===== src/rtl/ale_pkg.sv =====
package ale_pkg;
    localparam int LUT_IN   = 4;
    localparam int MASK_W   = 1 << LUT_IN;
    localparam int LANES    = 2;
    localparam int QUARTERS = 2 * LANES;
    localparam int DIN_W    = 2 + 3 * LANES;

    typedef struct packed {
        logic [LANES-1:0] sum;
    } ale_state_t;
endpackage


===== src/rtl/ale_lut_quarter.sv =====
module ale_lut_quarter
    import ale_pkg::*;
(
    input  logic [MASK_W-1:0] mask,
    input  logic [LUT_IN-1:0] idx,
    output logic              z
);
    always_comb begin
        z = mask[idx];
    end
endmodule


===== src/rtl/ale_full_adder.sv =====
module ale_full_adder (
    input  logic x,
    input  logic y,
    input  logic ci,
    output logic s,
    output logic co
);
    always_comb begin
        s  = x ^ y ^ ci;
        co = (x & y) | (ci & (x ^ y));
    end
endmodule


===== src/rtl/ale_dual_adder.sv =====
module ale_dual_adder
    import ale_pkg::*;
(
    input  logic                       clk,
    input  logic                       rst_n,
    input  logic [QUARTERS*MASK_W-1:0] lut_mask,
    input  logic                       shared_mode,
    input  logic [DIN_W-1:0]           din,
    input  logic                       carry_in,
    input  logic                       shift_in,
    output logic                       carry_out,
    output logic                       shift_out,
    output logic [LANES-1:0]           sum_q
);
    logic [QUARTERS-1:0] z;
    logic [LANES-1:0]    op_x;
    logic [LANES-1:0]    op_y;
    logic [LANES-1:0]    sum_bits;
    logic [LANES:0]      carry;

    ale_state_t state_d;
    ale_state_t state_q;

    assign carry[0] = carry_in;

    for (genvar k = 0; k < LANES; k++) begin : g_lane
        logic lane_c;
        logic sel_lo;
        logic sel_hi;
        logic lsb_lo;
        logic lsb_hi;
        logic [LUT_IN-1:0] idx_lo;
        logic [LUT_IN-1:0] idx_hi;

        always_comb begin
            lane_c = din[2 + k];
            sel_lo = din[2 + LANES + k];
            sel_hi = din[2 + 2*LANES + k];
            // shared mode steers the other lane-private input into the lsb
            lsb_lo = shared_mode ? sel_hi : din[0];
            lsb_hi = shared_mode ? sel_lo : din[0];
            idx_lo = {sel_lo, lane_c, din[1], lsb_lo};
            idx_hi = {sel_hi, lane_c, din[1], lsb_hi};
        end

        ale_lut_quarter i_q_lo (
            .mask (lut_mask[(2*k)*MASK_W +: MASK_W]),
            .idx  (idx_lo),
            .z    (z[2*k])
        );

        ale_lut_quarter i_q_hi (
            .mask (lut_mask[(2*k+1)*MASK_W +: MASK_W]),
            .idx  (idx_hi),
            .z    (z[2*k+1])
        );

        if (k == 0) begin : g_bottom
            always_comb begin
                op_x[k] = z[2*k];
                op_y[k] = shared_mode ? shift_in : z[2*k+1];
            end
        end else begin : g_upper
            always_comb begin
                op_x[k] = z[2*k];
                op_y[k] = shared_mode ? z[2*k-1] : z[2*k+1];
            end
        end

        ale_full_adder i_fa (
            .x  (op_x[k]),
            .y  (op_y[k]),
            .ci (carry[k]),
            .s  (sum_bits[k]),
            .co (carry[k+1])
        );
    end

    always_comb begin
        carry_out = carry[LANES];
        shift_out = shared_mode & z[QUARTERS-1];
    end

    always_comb begin
        state_d     = state_q;
        state_d.sum = sum_bits;
    end

    always_ff @(posedge clk or negedge rst_n) begin
        if (!rst_n) begin
            state_q <= '0;
        end else begin
            state_q <= state_d;
        end
    end

    assign sum_q = state_q.sum;

    AST_CARRY_GENERATE: assert property (@(posedge clk) disable iff (!rst_n)
        (op_x[LANES-1] && op_y[LANES-1]) |-> carry_out);
    AST_CARRY_KILL: assert property (@(posedge clk) disable iff (!rst_n)
        (!op_x[LANES-1] && !op_y[LANES-1]) |-> !carry_out);
    AST_SUM_REGISTERED: assert property (@(posedge clk) disable iff (!rst_n)
        $past(rst_n) |-> (sum_q[0] == $past(op_x[0] ^ op_y[0] ^ carry_in)));
    AST_SHIFT_IDLE: assert property (@(posedge clk) disable iff (!rst_n)
        !shared_mode |-> !shift_out);
    AST_SHIFT_SOURCE: assert property (@(posedge clk) disable iff (!rst_n)
        (shared_mode && shift_out) |-> z[QUARTERS-1]);
endmodule


===== config.mk =====
export PLATFORM = sky130hd
export DESIGN_NAME = ale_dual_adder
export DESIGN_NICKNAME = d
export VERILOG_FILES = /design/src/rtl/ale_pkg.sv /design/src/rtl/ale_lut_quarter.sv /design/src/rtl/ale_full_adder.sv /design/src/rtl/ale_dual_adder.sv
export SDC_FILE = /design/constraint.sdc
export NUM_CORES = 1
export LEC_CHECK = 0
export BUFFER_PORTS_ARGS = -buffer_cell sky130_fd_sc_hd__buf_2
export CAP_MARGIN = 10
export CELL_PAD_IN_SITES_DETAIL_PLACEMENT = 1
export CELL_PAD_IN_SITES_GLOBAL_PLACEMENT = 2
export CORE_UTILIZATION = 19
export CTS_BUF_LIST = sky130_fd_sc_hd__clkbuf_8
export CTS_CLUSTER_DIAMETER = 80
export DETAILED_ROUTE_END_ITERATION = 10
export PLACE_DENSITY_LB_ADDON = 0.1
export SYNTH_ARGS = -nofsm -noshare
export SYNTH_HDL_FRONTEND = slang
export SYNTH_SLANG_ARGS = --single-unit

===== constraint.sdc =====
create_clock -name clk -period 7.2 [get_ports clk]
set_input_delay 1.44 -clock clk [delete_from_list [all_inputs] [get_ports clk]]
set_output_delay 1.44 -clock clk [all_outputs]
set_load 0.02 [all_outputs]

==> flow_summary.ini <==
[global_route]
grt_first_pass_wirelength_um = 4010
antenna_found_initial = 0
grt.busiest_layer = met2
grtUsageMet3_pct = 2.68
use_met1_pct = 13.7
overflow = 0
grt_max_degree = 26
first_global_vias = 954
grtUsageTotal_pct = 12.1
use_met2_pct = 22.5

[clock_network]
clk_path_buf_depth = 2
cts.clk_slew.worst_paths_ns = 0.03
numCtsBuffers = 3
htreeDepth = 1
ctsHoldBuffers = 0
cts.sink_count = 2
cts_tree = built
postCtsSetupBuffers = 0
cts-root-buf = clkbuf_8
cts_resized = 0

[cells_and_area]
drive_gt1_share_pct = 71.7
multi_input_area_um2 = 648
nets = 226
syn_to_final_growth_pct = 64.6
seq_area_um2 = 50.0
final_area_um2 = 1210
largest_register_ff_count = 2
diodes = 0
fillCellCount = 466
stdcell_count = 193

[placement]
dpl.hpwl_um = 2160
place_area_um2 = 1170
pre_cts_slack_ns = 1.79
dp.cells = 190
place_congestion = 0.653
port_buffers = 80

[sta]
final-hold-violation-count = 0
slew_violations = 0
setup_viol = 0
fmax_ghz = 0.186
max_slew.worst_pin.slew_ns = 0.544
min_period_over_period_pct = 74.5
rsz0062_at_grt = false
fin_tns_setup_ns = 0
setup_slack_ns = 1.84
slew_headroom_pct = 63.7
post-route-min-period_ns = 5.36

[critical_path]
crit_type = input pin to output pin
max_stage_delay_ns = 0.48
cp-endpoint = carry_out
arrival_ns = 3.92
cp_top_family = multiplexers
crit_required_ns = 5.76
endpoint_kind = output pin
path_depth = 10
crit_buf_inv = 4
start_kind = input pin
critPathSlowestCell = mux4_2
setup.worst_path.start = shared_mode
path_cells = buf_2 -> and2b_2 -> a21oi_1 -> mux4_2 -> mux4_2 -> inv_1 -> fa_1 -> inv_1 -> fa_1 -> buf_2
worstPathMaxFanout = 9

[floorplanning]
die_x_um = 64.3
core-area_um2 = 3690
die_area_um2 = 4140
initial_utilization_pct = 20.0
io_pins = 81
die_h_um = 64.3
rows = 22

[synth]
synthCells = 66
yosysUniqueCellTypes = 27
ys_ff_latch = 2
synth_fp_nets = 145
ys_seq_area_share_pct = 6.78
yosys_warnings = 0
avgSynthCellArea_um2 = 11.2
netlist_area_um2 = 738

[pwr]
peakVddDrop_v = 0.0000354
power.density_nw_per_um2 = 117
p_leak_nw = 0.599
p_total_mw = 0.142

[detailed_routing]
num_vias = 880
firstDrtPassIters = 3
wire_per_inst_um = 12.2
post-route-drc-count = 0
ant_nets = 0
vias_per_cell = 4.56
drt_iter0_drc = 16
routed_wl_um = 2350

[worst_hold_path]
hp-class = input pin to async pin

[status]
status = completed

[run]
cap_viol_max_count = 0
cells in the mapped netlist, drive strengths merged:
library cell  number  share of area [%]
fa                 2                5.4
mux2               2                4.1
nor3               1               0.68
nor4bb             1                1.4
nor4               3                3.4
nand2b             5                4.2
nor4b              1                1.2
and2b              1                1.2
a21oi              7                4.7
mux4              15                 46
buf                3                2.9
nor2               2                1.0
nand2              7                3.6
inv                4                2.0
mux2i              3                4.6
nor2b              1               0.85
dfrtp              2                6.8
nor3b              2                2.7
o21ai              1               0.68
clkbuf             1               0.51
and2               2                1.9
cell families after synthesis:
logic type | after synthesis | synth area share [%]
and+or+nand+nor | 26 | 22.0
AOI/OAI and AO/OA | 8 | 5.42
buffers and inverters | 8 | 5.42
DFF | 2 | 6.78
adders and majority gates | 2 | 5.42
muxes | 20 | 54.9
cell usage in the layout, fill, tap and decap left out, types with 3 or more instances in the layout:
master | Yosys | layout
clkbuf_8 | 0 | 3
mux4_2 | 14 | 14
inv_1 | 4 | 4
nand2_1 | 7 | 7
buf_2 | 2 | 80
a21oi_1 | 7 | 7
nand2b_1 | 5 | 5
how the worst min path moves through the flow:
| stage | cells after the start | startpoint | slack (ns) | endpoint |
|---|---|---|---|---|
| after floorplan | 0 | rst_n | 1.14 | sum_q[0] |
| after CTS | 1 | rst_n | 1.00 | sum_q[1] |
| after detailed placement | 1 | rst_n | 1.23 | sum_q[0] |
| final | 1 | rst_n | 1.01 | sum_q[1] |
| after global routing | 1 | rst_n | 1.01 | sum_q[1] |
| after global placement | 1 | rst_n | 1.22 | sum_q[1] |
routing by layer:
layer  vias up  wire, um  part of all wire (%)
met1       417       942                    40
li1        422         -                     -
met5         -         0                     0
met2        41      1190                    51
met3         0       215                   9.1
met4         0         0                     0
stage by stage:
step | hold slack, ns | utilization (%)
detailed placement | 1.23 | 31.8
CTS | 1.00 | 32.9
global route | 1.01 | 32.9
global placement | 1.22 | 31.8
floorplan | 1.14 | -
finish | 1.01 | 32.9
report_power, final:
group / total, mW / switching (mW) / internal, mW
sequential: 0.0168 / 0.000806 / 0.0160
clock: 0.0437 / 0.00842 / 0.0353
combinational: 0.0815 / 0.0363 / 0.0452
cell type report:
type                    instances  area share, %
clock buffers                   3           3.40
inverters                       4           1.24
multi-input cells              56           53.3
flip-flops and latches          2           4.12
well taps                      48           4.94
repair buffers                 80           33.0
Power figures use the tool's default switching activity.
